## config.mk

```make
export PLATFORM = sky130hd
export DESIGN_NAME = fetch_line_cache
export DESIGN_NICKNAME = d
export VERILOG_FILES = /design/src/rtl/fetch_line_cache_pkg.sv /design/src/rtl/fcache_data_ram.sv /design/src/rtl/fcache_tag_store.sv /design/src/rtl/fetch_line_cache.sv
export SDC_FILE = /design/constraint.sdc
export NUM_CORES = 1
export LEC_CHECK = 0
export ABC_CLOCK_PERIOD_IN_PS = 12800
export CORE_MARGIN = 3
export CORE_UTILIZATION = 45
export CTS_BUF_LIST = sky130_fd_sc_hd__clkbuf_8
export CTS_CLUSTER_SIZE = 8
export DETAILED_ROUTE_END_ITERATION = 10
export GPL_ROUTABILITY_DRIVEN = 0
export PLACE_DENSITY_LB_ADDON = 0.15
export SYNTH_ARGS = -nofsm -noshare
export SYNTH_HDL_FRONTEND = slang
export SYNTH_HIERARCHICAL = 1
export SYNTH_SLANG_ARGS = --single-unit
```

## constraint.sdc

```tcl
create_clock -name clk -period 12.8 [get_ports clk]
set_input_delay 1.92 -clock clk [delete_from_list [all_inputs] [get_ports clk]]
set_output_delay 1.92 -clock clk [all_outputs]
set_load 0.005 [all_outputs]
```

## src/rtl/fetch_line_cache_pkg.sv

```systemverilog
package fetch_line_cache_pkg;
  typedef enum logic [2:0] {
    ST_IDLE = 3'd0,
    ST_LOOK = 3'd1,
    ST_WAIT = 3'd2,
    ST_FILL = 3'd3,
    ST_RESP = 3'd4
  } fc_state_t;

  localparam int unsigned LINE_WORDS = 4;
  localparam int unsigned OFS_W      = 2;
endpackage

```

## src/rtl/fcache_data_ram.sv

```systemverilog
module fcache_data_ram #(
  parameter int unsigned RAW = 4,
  parameter int unsigned DW  = 32
) (
  input  logic           clk,
  input  logic           we,
  input  logic [RAW-1:0] waddr,
  input  logic [DW-1:0]  wdata,
  input  logic [RAW-1:0] raddr,
  output logic [DW-1:0]  rdata
);
  localparam int unsigned DEPTH = 1 << RAW;

  logic [DW-1:0] mem [DEPTH];

  always_ff @(posedge clk) begin
    if (we) mem[waddr] <= wdata;
    rdata <= mem[raddr];
  end
endmodule

```

## src/rtl/fcache_tag_store.sv

```systemverilog
module fcache_tag_store #(
  parameter int unsigned LINES = 4,
  parameter int unsigned TW    = 4
) (
  input  logic                     clk,
  input  logic                     rst,
  input  logic [$clog2(LINES)-1:0] lk_idx,
  input  logic [TW-1:0]            lk_tag,
  output logic                     lk_hit,
  input  logic                     wr_en,
  input  logic [$clog2(LINES)-1:0] wr_idx,
  input  logic [TW-1:0]            wr_tag
);
  logic [LINES-1:0] valid_q;
  logic [TW-1:0]    tag_q [LINES];

  always_ff @(posedge clk) begin
    if (rst) begin
      valid_q <= '0;
    end else if (wr_en) begin
      valid_q[wr_idx] <= 1'b1;
    end
  end

  always_ff @(posedge clk) begin
    if (wr_en) tag_q[wr_idx] <= wr_tag;
  end

  assign lk_hit = valid_q[lk_idx] && (tag_q[lk_idx] == lk_tag);
endmodule

```

## src/rtl/fetch_line_cache.sv

```systemverilog
module fetch_line_cache #(
  parameter int unsigned AW    = 10,
  parameter int unsigned DW    = 32,
  parameter int unsigned LINES = 4
) (
  input  logic          clk,
  input  logic          rst,
  input  logic          fe_req,
  input  logic [AW-1:0] fe_addr,
  input  logic          fe_next,
  input  logic          fe_sync,
  output logic          fe_ack,
  output logic [DW-1:0] fe_data,
  output logic          mem_req,
  output logic [AW-1:0] mem_addr,
  output logic          mem_burst4,
  input  logic          mem_ack,
  input  logic [DW-1:0] mem_data
);
  import fetch_line_cache_pkg::*;

  localparam int unsigned IW  = $clog2(LINES);
  localparam int unsigned RAW = IW + OFS_W;
  localparam int unsigned TW  = AW - RAW;

  fc_state_t        state_q;
  logic [AW-1:0]    addr_q;
  logic [OFS_W-1:0] beat_q;
  logic [DW-1:0]    word_q;
  logic             drop_q;

  logic          hit;
  logic [DW-1:0] rd_word;
  logic          accept_idle;
  logic          gone;
  logic          resolve;
  logic          chain;
  logic          in_refill;
  logic          beat_we;
  logic          last_beat;

  logic [IW-1:0] look_idx;
  logic [TW-1:0] look_tag;

  assign look_idx = addr_q[OFS_W +: IW];
  assign look_tag = addr_q[AW-1 -: TW];

  assign accept_idle = (state_q == ST_IDLE) && fe_req && (!fe_ack || fe_sync);
  assign gone        = drop_q || !fe_req;
  assign resolve     = ((state_q == ST_LOOK) && hit) ||
                       ((state_q == ST_RESP) && !gone);
  assign chain       = resolve && fe_req && fe_next;
  assign in_refill   = (state_q == ST_WAIT) || (state_q == ST_FILL);
  assign beat_we     = in_refill && mem_ack;
  assign last_beat   = beat_we && (beat_q == OFS_W'(LINE_WORDS - 1));

  fcache_tag_store #(
    .LINES (LINES),
    .TW    (TW)
  ) u_tags (
    .clk    (clk),
    .rst    (rst),
    .lk_idx (look_idx),
    .lk_tag (look_tag),
    .lk_hit (hit),
    .wr_en  (last_beat),
    .wr_idx (look_idx),
    .wr_tag (look_tag)
  );

  fcache_data_ram #(
    .RAW (RAW),
    .DW  (DW)
  ) u_data (
    .clk   (clk),
    .we    (beat_we),
    .waddr ({look_idx, beat_q}),
    .wdata (mem_data),
    .raddr (fe_addr[RAW-1:0]),
    .rdata (rd_word)
  );

  always_ff @(posedge clk) begin
    if (rst) begin
      state_q    <= ST_IDLE;
      addr_q     <= '0;
      beat_q     <= '0;
      drop_q     <= 1'b0;
      fe_ack     <= 1'b0;
      mem_req    <= 1'b0;
      mem_burst4 <= 1'b0;
      mem_addr   <= '0;
    end else begin
      fe_ack <= resolve;
      if (accept_idle || chain) addr_q <= fe_addr;

      unique case (state_q)
        ST_IDLE: begin
          if (accept_idle) state_q <= ST_LOOK;
        end
        ST_LOOK: begin
          if (hit) begin
            state_q <= chain ? ST_LOOK : ST_IDLE;
          end else begin
            state_q    <= ST_WAIT;
            mem_req    <= 1'b1;
            mem_burst4 <= 1'b1;
            mem_addr   <= {addr_q[AW-1:OFS_W], {OFS_W{1'b0}}};
            beat_q     <= '0;
            drop_q     <= 1'b0;
          end
        end
        ST_WAIT, ST_FILL: begin
          if (!fe_req) drop_q <= 1'b1;
          if (beat_we) begin
            beat_q  <= beat_q + 1'b1;
            state_q <= ST_FILL;
          end
          if (last_beat) begin
            state_q    <= ST_RESP;
            mem_req    <= 1'b0;
            mem_burst4 <= 1'b0;
          end
        end
        ST_RESP: begin
          state_q <= chain ? ST_LOOK : ST_IDLE;
          drop_q  <= 1'b0;
        end
        default: state_q <= ST_IDLE;
      endcase
    end
  end

  always_ff @(posedge clk) begin
    if (beat_we && (beat_q == addr_q[OFS_W-1:0])) word_q <= mem_data;
    if (resolve) fe_data <= (state_q == ST_LOOK) ? rd_word : word_q;
  end
endmodule

```

---- Word-level counts from Yosys, hierarchy flattened ----
Memory sizes are Yosys's and may differ from the RTL's. A register that Yosys moved wholly into a read port is not among the register bits.
Cells that the tools add are included.
word-level totals
  register bits ........................... 94
  latch bits .............................. 0
  RAM bits ................................ 536
  ROM bits ................................ 0
  memories ................................ 2
cells by class
  add/subtract/negate cells ............... 1
  multiply operators ...................... 0
  divide/modulo/power cells ............... 0
  $lt $le $gt $ge ......................... 2
  equality and inequality tests ........... 13
  shift-type cells ........................ 0
  mux-type cells .......................... 26
  bitwise logic cells ..................... 2
  reductions and logical operators ........ 28
memories
  memory        depth  width  read ports  clocked after Yosys merged registers in  wr ports  line                    RTL
  u_data.mem    16     32     1           1                                        1         fcache_data_ram.sv:14   logic [DW-1:0] mem [DEPTH];
  u_tags.tag_q  4      6      1           1                                        1         fcache_tag_store.sv:15  logic [TW-1:0] tag_q [LINES];
operator list
  cell                 number
  $mux 32              1
  $pmux 3 s4           1
  $logic_and 1x1->1    11
  $mux 1               11
  $mux 2               5
  $ne 2x2->1 const B   5
  $mux 3               3
  $reduce_and 3->1     3
  $eq 3x2->1 const B   2
  $eq 6x6->1           1
  $logic_or 1x1->1     5
  $or 4x4->4           1
  $pmux 2 s2           1
  $reduce_and 2->1     2
  $eq 3x1->1 const B   1
  $eq 3x3->1 const B   1
  $logic_not 1->1      3
  $logic_not 3->1      1
  $lt 2x3->1 const B   1
  $ne 3x3->1 const B   1
  $pmux 1 s3           1
  $reduce_bool 3->1    1
  $add 2x1->2 const B  1
  $bmux 1 s2           1
  8 further kinds      8

---- Depth between registers and ports, before layout ----
Gate-level depths: netlist (run 1).
  depth in word-level cells ............... 10
  depth in mapped cells ................... 10

---- By module ----
Netlist (run 1), hierarchy kept.
by module, submodules not included
  module            times used  cells an instance  area an instance (um2)
  fcache_data_ram   1           838                19835.3
  fetch_line_cache  1           237                3513.4
  fcache_tag_store  1           63                 1139.8

---- Least setup slack after synthesis (run 1) ----
OpenSTA, ideal clock, no wires.
  kind .................................... input port to flip-flop
  start point ............................. in mem_ack
  end point ............................... mem u_data.mem[0][0] (enable)
  setup time .............................. 0.461 ns
  arrival ................................. 4.886 ns
  path slack .............................. 7.453 ns
  stages on the path ...................... 4
  cells stage by stage .................... nand3b_1 -> inv_1 -> or3b_2 -> nor3_1
between the ends
  longest elaborated chain between the ends .. 3
RTL lines
  what                          line                    RTL
  from (decl)                   fetch_line_cache.sv:17  input logic mem_ack,
  $logic_and 1x1->1             fetch_line_cache.sv:54  assign beat_we = in_refill && mem_ack;
  net beat_we                   fetch_line_cache.sv:39  logic beat_we;
  $mux 1                        fcache_data_ram.sv:17   if (we) mem[waddr] <= wdata;
  $mux 1 (not written as such)  fcache_data_ram.sv:17
  to (decl)                     fcache_data_ram.sv:14
The timed path passes the listed nets, and every way through them passes these cells.

==> results of run 1 <==
flip-flops by register name (all words and copies together), names as in the netlist:
| name | cells |
|---|---|
| state_q | 3 |
| fe_ack | 1 |
| u_tags/valid_q | 4 |
| drop_q | 1 |
| word_q | 32 |
| fe_data | 32 |
| u_data/rdata | 32 |
| addr_q | 10 |
| u_data/mem | 512 |
| u_tags/tag_q | 24 |
| mem_addr | 8 |
| mem_burst4 | 1 |
| beat_q | 2 |
stage by stage:
step / area [um2] / std cells / utilization
after floorplan: 24500 / 1139 / -
after global placement: 26300 / 1886 / 0.495
after detailed placement: 26300 / 1886 / 0.495
after CTS: 28300 / 2085 / 0.531
after global routing: 28300 / 2085 / 0.531
final: 28300 / 2086 / 0.531
worst min-delay path: cells and delay by family (launching register included):
family / cells / cell delay, ps
AND/OR/NAND/NOR: 1 / 50
flip-flops: 1 / 310
AO/OA/AOI/OAI: 1 / 50
cell type report:
class | instances | area, um2 | share of cell area
clock inverters | 83 | 347 | 0.0123
multi-input cells | 416 | 5070 | 0.180
flip-flops and latches | 662 | 19300 | 0.682
well taps | 688 | 861 | 0.0305
diodes | 1 | 2.50 | 0.0000886
inverters | 3 | 11.3 | 0.000399
repair buffers | 117 | 1100 | 0.0391
clock buffers | 116 | 1600 | 0.0565
power by group through the flow:
| stage | sequential (mW) | clock (mW) | combinational [mW] |
|---|---|---|---|
| after floorplan | 2.46 | 0 | 0.161 |
| after global placement | 2.47 | 0 | 0.253 |
| after detailed placement | 2.47 | 0 | 0.256 |
| after CTS | 2.43 | 1.68 | 0.257 |
| after global routing | 2.43 | 1.78 | 0.274 |
| final | 2.43 | 1.62 | 0.250 |
cells by family after synthesis:
group / Yosys count / synth area share
DFF: 662 / 0.786
muxes: 179 / 0.144
and+or+nand+nor: 138 / 0.0279
AOI/OAI and AO/OA: 87 / 0.0254
buffers and inverters: 61 / 0.0128
xor gates and xnor gates: 9 / 0.00322
adders and majority gates: 1 / 0.000511
other: 1 / 0.000153
metal layers:
metal | vias up | share of wire | GRT usage
li1 | 5041 | - | -
met1 | 6105 | 0.46 | 0.263
met2 | 263 | 0.49 | 0.297
met3 | 63 | 0.044 | 0.0374
met4 | 0 | 0.014 | 0.0504
met5 | - | 0 | 0
final timing paths:
path | startpoint | end | depth (start not counted)
max | fe_addr[0] | u_data/rdata[18] | 6
min | mem_addr[7] | mem_addr[7] | 2
max reg2reg | addr_q[2] | addr_q[4] | 10
min reg2reg | mem_addr[7] | mem_addr[7] | 2
cell usage in the layout (no fill, tap or decap), types with 2 or more instances in the layout:
| master | count |
|---|---|
| sky130_fd_sc_hd__nand3_1 | 3 |
| sky130_fd_sc_hd__clkbuf_8 | 117 |
| sky130_fd_sc_hd__xnor2_1 | 4 |
| sky130_fd_sc_hd__and3_1 | 3 |
| sky130_fd_sc_hd__nor2b_1 | 2 |
| sky130_fd_sc_hd__mux2i_1 | 13 |
| sky130_fd_sc_hd__nand2b_1 | 24 |
| sky130_fd_sc_hd__clkdlybuf4s50_1 | 88 |
| sky130_fd_sc_hd__nor2b_4 | 2 |
| sky130_fd_sc_hd__nor2_4 | 14 |
| sky130_fd_sc_hd__a21oi_1 | 14 |
| sky130_fd_sc_hd__edfxtp_1 | 600 |
| sky130_fd_sc_hd__mux2_1 | 32 |
| sky130_fd_sc_hd__mux4_1 | 5 |
| sky130_fd_sc_hd__clkinvlp_4 | 3 |
| sky130_fd_sc_hd__inv_1 | 53 |
| sky130_fd_sc_hd__clkinv_2 | 9 |
| sky130_fd_sc_hd__nor2_1 | 12 |
| sky130_fd_sc_hd__nand3b_1 | 4 |
| sky130_fd_sc_hd__mux4_2 | 128 |
| sky130_fd_sc_hd__xor2_1 | 5 |
| sky130_fd_sc_hd__dfxtp_1 | 62 |
| sky130_fd_sc_hd__conb_1 | 2 |
| sky130_fd_sc_hd__a22oi_1 | 64 |
| sky130_fd_sc_hd__nor3_1 | 3 |
| sky130_fd_sc_hd__buf_4 | 28 |
| sky130_fd_sc_hd__nor3_2 | 7 |
| sky130_fd_sc_hd__clkinv_1 | 19 |
| sky130_fd_sc_hd__a31oi_1 | 2 |
| sky130_fd_sc_hd__nand2_1 | 53 |
==> summary.md, run 1 <==
| Metric | Value |
|---|---|
| Psw | 961 uW |
| Biggest area contributors in the synthesized netlist | sky130_fd_sc_hd__edfxtp_1 74%, sky130_fd_sc_hd__mux4_2 12%, sky130_fd_sc_hd__dfxtp_1 5.1%, sky130_fd_sc_hd__a22oi_1 2.0%, sky130_fd_sc_hd__mux2_1 1.5% |
| Detailed-routing iteration count for the pre-antenna-repair pass | 5 |
| Longest Clk Path Bufs | 3 |
| Signed area change from the synthesized netlist to the final layout | 15.4% |
| Min-Delay Path Class | reg2reg |
| Worst slack at placement | 7450 ps |
| Final Hold Vio Count | 0 |
| R2R Setup Slk | 8850 ps |
| CTS tree | yes |
| Post-CTS Setup Bufs | 0 |
| Routed vias/inst | 5.50 |
| Clock group share of total power | 0.378 |
| Clock-pin slew on the worst setup and hold paths | 60 ps |
| Top Family by Delay on Critical Path | buffers and inverters |
| First-pass GRT wire length | 78,000 um |
| Max FO, Critical Path | 47 |
| Count of mapped cells out of synthesis | 1,138 |
| Post-synthesis register bit count | 662 |
| Data required time at the worst endpoint | 13,360 ps |
| Area of the core | 53,200 um2 |
| Slew at the pin closest to its max-slew limit | 1320 ps |
| Overall die height | 239 um |
| Leading area contributor after synthesis | sky130_fd_sc_hd__edfxtp_1 |
| Min cycle time layout | 4490 ps |
| Final setup slack of the worst path | 8310 ps |
| P per Cell Area | 152 nW/um2 |
| Count of final setup violators | 0 |
| Count of buffers from port buffering | 90 |
| Count leader, synth | sky130_fd_sc_hd__edfxtp_1 |
| Filler cell count | 4,153 |
| Synth Cell Area | 24,500 um2 |
| Share of flip-flops with an asynchronous set or reset after synthesis | 0 |
| Clock net sink count | 662 |
| Antenna violations before repair | 1 |
| I/O pins | 93 |
| Number of distinct library cell variants in the gate-level netlist after synthesis | 48 |
| Fraction of layout cells with a size suffix above 1 | 0.225 |
| Die ar. | 57,300 um2 |
| Area fraction of the dominant cell type after synthesis | 0.736 |
| First DRT Iteration DRCs | 1,001 |
| Site Rows | 84 |
| Remaining Overflow, GRT | 0 |
| Count of flip-flops with a built-in enable after synthesis | 600 |
| Mean instance size in the synthesized netlist | 21.5 um2 |
| Skew-Pair Late Insertion Delay | 680 ps |
| Via count of the routed design | 11,500 |
| Inserted Clock Buffers | 107 |
| Static leakage power | 9.23 nW |
| Switching share of total power | 0.223 |
| Part of the cycle the worst path needs | 0.350 |
| Nature of the critical path startpoint | input pin |
| Result of the run | finished clean |
| Number of global-route vias before repair | 12,200 |
| Per-cell routed wire length | 24.7 um |
| Chip width | 239 um |
| Pins over their slew limit | 0 |
| Proportion of power drawn by combinational gates | 0.058 |
| DRC violation count after routing | 0 |
| WL final | 51,500 um |
| CTS H-tree depth | 3 |
| Maximum vdd ir drop | 0.0791 mV |
| Arrival time at the worst endpoint | 5050 ps |
| Unrepaired setup endpoints after global routing | no |
| Library cell contributing the largest single delay on the critical path | sky130_fd_sc_hd__buf_4 |
| Internal power of the cells | 3.34 mW |
| Slew Limit Headroom | 0.117 |
| Worst path buffer plus inverter count | 3 |
| Warning count from the yosys run | 6 |
| Crit Path Class | in2reg |
| Largest net degree at the start of global routing | 55 |
| Global router's overall resource usage | 0.185 |
| Largest stage delay, worst path | 860 ps |
| Critical path capture point type | register |
| PostCTS Resize Cnt | 0 |
| CTS Hold Bufs | 0 |
| Sum of internal, switching and leakage power | 4.30 mW |
| Commonest register cell after synthesis | sky130_fd_sc_hd__edfxtp_1 |
| Aggregate negative setup slack | 0 ps |
| Cell mode on critical path | sky130_fd_sc_hd__buf_4 |
| Max frequency | 223 MHz |
| Clock Root Buffer | sky130_fd_sc_hd__clkbuf_8 |
| Initial Util | 0.460 |
| Cell-by-cell listing of the critical path | clkbuf_8 -> buf_4 -> buf_4 -> mux4_2 -> a22oi_1 -> nand2_1 |
| Net total in the final layout | 1,356 |
| Largest clock skew in the final design | 19.7 ps |
| Ranking of synthesized cells by instance count | 600 x sky130_fd_sc_hd__edfxtp_1, 128 x sky130_fd_sc_hd__mux4_2, 64 x sky130_fd_sc_hd__a22oi_1 |
| Reported max-cap violation count | 0 |
| Sequential share of power | 0.564 |
| Hold slack final | 453 ps |
| Half-perimeter wire length after detailed placement | 27,600 um |
| Count of nets left with antenna violations after detail routing | 0 |
| Sequential cell area fraction in the yosys report | 0.786 |
(Power assumes the default switching activity.)
==> inputs of run 2 (changes only) <==
- ABC_CLOCK_PERIOD_IN_PS: 12800 -> 3900
- clock period: 12.8 -> 3.9 ns (I/O delays scaled with it)
==> summary.md, run 2 (synthesis gave the netlist of run 1 again) <==
| Metric | Value |
|---|---|
| Largest clock skew in the final design | 26.8 ps (was 19.7 ps) |
| Clock-pin slew on the worst setup and hold paths | 60 ps (about the same) |
| Result of the run | finished clean (unchanged) |
| Routed vias/inst | 5.57 (was 5.50) |
| Final std cell area, no fill | 28,500 um2 (was 28,300 um2) |
| Critical path capture point type | register (unchanged) |
| Half-perimeter wire length after detailed placement | 30,100 um (was 27,600 um) |
| Worst path buffer plus inverter count | 1 (was 3) |
| Count of final setup violators | 0 (unchanged) |
| PostCTS Resize Cnt | 0 (unchanged) |
| Largest stage delay, worst path | 640 ps (was 860 ps) |
| Clock Root Buffer | sky130_fd_sc_hd__clkbuf_8 (unchanged) |
| Library cell contributing the largest single delay on the critical path | sky130_fd_sc_hd__mux4_1 (was sky130_fd_sc_hd__buf_4) |
| Register bank with the most flops | u_data/mem (unchanged) |
| Non-filler cells, final | 2,096 (was 2,086) |
| Aggregate negative setup slack | 0 ps (unchanged) |
| Antenna violations before repair | 1 (unchanged) |
| First DRT Iteration DRCs | 877 (was 1,001) |
| Initial Util | 0.460 (unchanged) |
| DRC violation count after routing | 0 (unchanged) |
| Final Hold Vio Count | 0 (unchanged) |
| Detailed-routing iteration count for the pre-antenna-repair pass | 5 (unchanged) |
| Area of the core | 53,200 um2 (unchanged) |
| Data required time at the worst endpoint | 4480 ps (was 13,360 ps) |
| Crit Path Class | reg2reg (was in2reg) |
| CTS tree | yes (unchanged) |
| Met1 demand-to-capacity share in global routing | 0.273 (was 0.263) |
| Global router's overall resource usage | 0.187 (was 0.185) |
| Maximum vdd ir drop | 0.256 mV (was 0.0791 mV) |
| Max FFs per register | 512 (unchanged) |
| Site Rows | 84 (unchanged) |
| P per Cell Area | 499 nW/um2 (was 152 nW/um2) |
| GR Util met2 | 0.291 (was 0.297) |
| Commonest cells after routing, fill and taps aside | 600 x sky130_fd_sc_hd__edfxtp_1, 128 x sky130_fd_sc_hd__mux4_2, 121 x sky130_fd_sc_hd__clkbuf_8 (was 600 x sky130_fd_sc_hd__edfxtp_1, 128 x sky130_fd_sc_hd__mux4_2, 117 x sky130_fd_sc_hd__clkbuf_8) |
| Count of buffers from port buffering | 90 (unchanged) |
| GRT Max-Usage Layer | met2 (unchanged) |
| Fraction of layout cells with a size suffix above 1 | 0.238 (was 0.225) |
| Placed cell count | 1,901 (was 1,886) |
| I/O pins | 93 (unchanged) |
| Nature of the critical path startpoint | register (was input pin) |
| Slew at the pin closest to its max-slew limit | 1120 ps (was 1320 ps) |
| Static leakage power | 9.34 nW (was 9.23 nW) |
| Overall die height | 239 um (unchanged) |
| Unrepaired setup endpoints after global routing | no (unchanged) |
| GR Util met3 | 0.0358 (was 0.0374) |
| Skew-Pair Late Insertion Delay | 670 ps (was 680 ps) |
| Per-cell routed wire length | 24.8 um (was 24.7 um) |
| Die ar. | 57,300 um2 (unchanged) |
| Largest net degree at the start of global routing | 61 (was 55) |
| Core Util, Final | 0.536 (was 0.531) |
| Number of antenna repair diodes | 0 (was 1) |
| Inserted Clock Buffers | 107 (unchanged) |
| Min-Delay Path Class | in2reg (was reg2reg) |
| Max FO, Critical Path | 12 (was 47) |
| CTS H-tree depth | 3 (unchanged) |
| Post-CTS Setup Bufs | 0 (unchanged) |
| Count of nets left with antenna violations after detail routing | 0 (unchanged) |
| CTS Hold Bufs | 0 (unchanged) |
| Top Family by Delay on Critical Path | multiplexers (was buffers and inverters) |
| Arrival time at the worst endpoint | 3600 ps (was 5050 ps) |
| Net total in the final layout | 1,371 (was 1,356) |
| Chip width | 239 um (unchanged) |
| Number of global-route vias before repair | 12,300 (was 12,200) |
| Longest Clk Path Bufs | 3 (unchanged) |
| Cell-by-cell listing of the critical path | mux4_1 -> xnor2_1 -> nand4_1 -> nor3_2 -> nand3b_1 -> a21oi_4 -> a31oi_1 -> buf_4 -> mux2i_1 (was clkbuf_8 -> buf_4 -> buf_4 -> mux4_2 -> a22oi_1 -> nand2_1) |
| Via count of the routed design | 11,700 (was 11,500) |
| Min cycle time layout | 3020 ps |
| Reported max-cap violation count | 0 (unchanged) |
| Clock net sink count | 662 (unchanged) |
| Final setup slack of the worst path | 885 ps (was 8310 ps) |
| Signed area change from the synthesized netlist to the final layout | 16.4% (was 15.4%) |
| Max frequency | 332 MHz |
| Part of the cycle the worst path needs | 0.773 |
| Pins over their slew limit | 0 (unchanged) |
| Remaining Overflow, GRT | 0 (unchanged) |
| Slew Limit Headroom | 0.250 (was 0.117) |
| Placed instance area | 26,500 um2 (was 26,300 um2) |
| First-pass GRT wire length | 78,900 um (was 78,000 um) |
| WL final | 52,000 um (was 51,500 um) |
| Commonest non-fill, non-tap cell in the layout | sky130_fd_sc_hd__edfxtp_1 (unchanged) |
| Worst slack at placement | 744 ps (was 7450 ps) |
==> run 2: final timing paths <==
kind | cells past startpoint | slack (ps) | start | to
max reg2reg | 9 | 880 | addr_q[2] | addr_q[8]
min | 3 | 440 | fe_addr[1] | addr_q[1]
max | 9 | 880 | addr_q[2] | addr_q[8]
min reg2reg | 2 | 440 | mem_addr[9] | mem_addr[9]
==> run 2: area by class of cell <==
type / instances / area, um2
sequential: 662 / 19300
timing repair buffer: 132 / 1330
fill: 4175 / 24700
tap: 688 / 861
clock inverter: 75 / 305
inverter: 3 / 11.3
clock buffer: 120 / 1650
multi-input combinational: 416 / 5080
==> run 2: stage by stage <==
step | power, mW | hold slack [ps]
2_1_floorplan | 8.61 | 435
3_3_place_gp | 8.98 | 446
3_5_place_dp | 8.99 | 451
4_1_cts | 14.4 | 385
5_1_grt | 14.8 | 423
6_report | 14.2 | 445
==> run 2: where the power goes <==
group | internal, mW | switching [mW]
Sequential | 7.89 | 0.0749
Clock | 2.80 | 2.60
Combinational | 0.365 | 0.499
==> run 2: per-layer routing <==
layer / wire length (um) / part of all wire
met1: 23800 / 0.46
met2: 24800 / 0.48
met5: 0 / 0
met4: 889 / 0.017
met3: 2620 / 0.050
==> run 2: tightest hold or removal path, cell delays in order <==
cell,delay (ps)
sky130_fd_sc_hd__buf_4,260
sky130_fd_sc_hd__nand2b_1,140
sky130_fd_sc_hd__mux2i_1,60
==> inputs of run 3 (changes only) <==
- ABC_CLOCK_PERIOD_IN_PS: 3900 -> 3150
- clock period: 3.9 -> 3.15 ns (I/O delays scaled with it)
==> summary.md, run 3 (synthesis gave the netlist of run 1 again) <==
| Metric | Value |
|---|---|
| Result of the run | finished clean (unchanged) |
| Per-cell routed wire length | 24.0 um (was 24.8 um) |
| Clock Root Buffer | sky130_fd_sc_hd__clkbuf_8 (unchanged) |
| Final setup slack of the worst path | 319 ps (was 885 ps) |
| Sequential cell area | 19,300 um2 (unchanged) |
| Inserted Clock Buffers | 107 (unchanged) |
| Placed instance area | 26,800 um2 (was 26,500 um2) |
| Pins over their slew limit | 0 (unchanged) |
| Maximum vdd ir drop | 0.308 mV (was 0.256 mV) |
| First DRT Iteration DRCs | 852 (was 877) |
| Commonest cells after routing, fill and taps aside | 600 x sky130_fd_sc_hd__edfxtp_1, 128 x sky130_fd_sc_hd__mux4_2, 116 x sky130_fd_sc_hd__clkbuf_8 (was 600 x sky130_fd_sc_hd__edfxtp_1, 128 x sky130_fd_sc_hd__mux4_2, 121 x sky130_fd_sc_hd__clkbuf_8) |
| Half-perimeter wire length after detailed placement | 29,100 um (was 30,100 um) |
| CTS Hold Bufs | 0 (unchanged) |
| Max FFs per register | 512 (unchanged) |
| Multi-input combinational cell area | 5100 um2 (was 5080 um2) |
| Count of nets left with antenna violations after detail routing | 0 (unchanged) |
| CTS tree | yes (unchanged) |
| Max frequency | 353 MHz (was 332 MHz) |
| Final Hold Vio Count | 0 (unchanged) |
| Global router's overall resource usage | 0.183 (was 0.187) |
| Data required time at the worst endpoint | 3740 ps (was 4480 ps) |
| Detailed-routing iteration count for the pre-antenna-repair pass | 5 (unchanged) |
| PostCTS Resize Cnt | 0 (unchanged) |
| Register bank with the most flops | u_data/mem (unchanged) |
| Chip width | 239 um (unchanged) |
| Part of the cycle the worst path needs | 0.899 (was 0.773) |
| Area of the core | 53,200 um2 (unchanged) |
| Largest clock skew in the final design | 34.9 ps (was 26.8 ps) |
| Arrival time at the worst endpoint | 3420 ps (was 3600 ps) |
| Antenna violations before repair | 0 (was 1) |
| Aggregate negative setup slack | 0 ps (unchanged) |
| Filler cell count | 4,122 (was 4,175) |
| Count of buffers from port buffering | 90 (unchanged) |
| Fraction of layout cells with a size suffix above 1 | 0.244 (was 0.238) |
| Worst slack at placement | 250 ps (was 744 ps) |
| Post-CTS Setup Bufs | 0 (unchanged) |
| Longest Clk Path Bufs | 3 (unchanged) |
| Max FO, Critical Path | 23 (was 12) |
| Critical path capture point type | register (unchanged) |
| Count of final setup violators | 0 (unchanged) |
| Number of antenna repair diodes | 0 (unchanged) |
| Commonest non-fill, non-tap cell in the layout | sky130_fd_sc_hd__edfxtp_1 (unchanged) |
| Crit Path Class | reg2reg (unchanged) |
| Unrepaired setup endpoints after global routing | no (unchanged) |
| WL final | 50,600 um (was 52,000 um) |
| P per Cell Area | 610 nW/um2 (was 499 nW/um2) |
| Via count of the routed design | 11,600 (was 11,700) |
| Signed area change from the synthesized netlist to the final layout | 17.4% (was 16.4%) |
| Final std cell area, no fill | 28,700 um2 (was 28,500 um2) |
| Routed vias/inst | 5.51 (was 5.57) |
| Nature of the critical path startpoint | register (unchanged) |
| Remaining Overflow, GRT | 0 (unchanged) |
| Static leakage power | 9.42 nW (was 9.34 nW) |
| Net total in the final layout | 1,388 (was 1,371) |
| First-pass GRT wire length | 77,200 um (was 78,900 um) |
| Min cycle time layout | 2830 ps (was 3020 ps) |
| Overall die height | 239 um (unchanged) |
| Min-Delay Path Class | in2reg (unchanged) |
| Skew-Pair Late Insertion Delay | 690 ps (was 670 ps) |
| Reported max-cap violation count | 0 (unchanged) |
| DRC violation count after routing | 0 (unchanged) |
| I/O pins | 93 (unchanged) |
| Initial Util | 0.460 (unchanged) |
| Die ar. | 57,300 um2 (unchanged) |
| Clock net sink count | 662 (unchanged) |
| Clock-pin slew on the worst setup and hold paths | 60 ps (about the same) |
| Slew Limit Headroom | 0.531 (was 0.250) |
| Site Rows | 84 (unchanged) |
| CTS H-tree depth | 3 (unchanged) |
| Number of global-route vias before repair | 12,200 (was 12,300) |
| Largest net degree at the start of global routing | 40 (was 61) |
| Slew at the pin closest to its max-slew limit | 700 ps (was 1120 ps) |
## run 3: cell types whose count changed in the layout (fill, tap and decap cells not counted), sizes merged
| cell | change |
|---|---|
| buf | +17 |
| clkbuf | -5 |
| clkinv | +6 |
| clkinvlp | -1 |
## run 3: cell type report
| cell class | instances | area share |
|---|---|---|
| flip-flops and latches | 662 | 0.670 |
| multi-input cells | 416 | 0.178 |
| repair buffers | 149 | 0.0555 |
| clock buffers | 115 | 0.0551 |
| well taps | 688 | 0.0299 |
| clock inverters | 80 | 0.0117 |
| inverters | 3 | 0.000392 |
## run 3: stage by stage
step	util	instances	hold slack, ps	power (mW)
3_5_place_dp	0.504	1918	449	11.1
2_1_floorplan	-	1139	435	10.7
3_3_place_gp	0.504	1918	444	11.1
6_report	0.541	2113	372	17.5
4_1_cts	0.541	2113	314	17.8
5_1_grt	0.541	2113	333	18.3
## run 3: where the power goes
part           internal [mW]  switching (mW)  total [mW]
Clock                   3.35            3.25        6.60
Sequential              9.77          0.0777        9.84
Combinational          0.479           0.614        1.09
Total                   13.6            3.94        17.5
## run 3: worst max-delay path, cell delays in order (launching register included)
cell	delay (ps)
sky130_fd_sc_hd__dfxtp_1	460
sky130_fd_sc_hd__buf_4	260
sky130_fd_sc_hd__mux4_1	590
sky130_fd_sc_hd__xor2_1	170
sky130_fd_sc_hd__nor3_2	330
sky130_fd_sc_hd__nand3b_1	180
sky130_fd_sc_hd__a21oi_4	220
sky130_fd_sc_hd__buf_12	200
sky130_fd_sc_hd__a31oi_1	100
sky130_fd_sc_hd__o31ai_1	230
## run 3: path summary, 6_finish.rpt
check         startpoint     endpoint  slack, ps  cells past startpoint
min           fe_addr[4]    addr_q[4]        370                      3
min reg2reg  mem_addr[5]  mem_addr[5]        460                      2
max reg2reg    addr_q[2]   state_q[0]        320                      9
max            addr_q[2]   state_q[0]        320                      9
## run 3: layer usage
layer	wire, um	up-vias	GRT usage
met2	24300	308	0.289
met4	1200	0	0.0555
li1	-	5118	-
met3	2750	101	0.0417
met5	0	-	0
met1	22400	6119	0.256
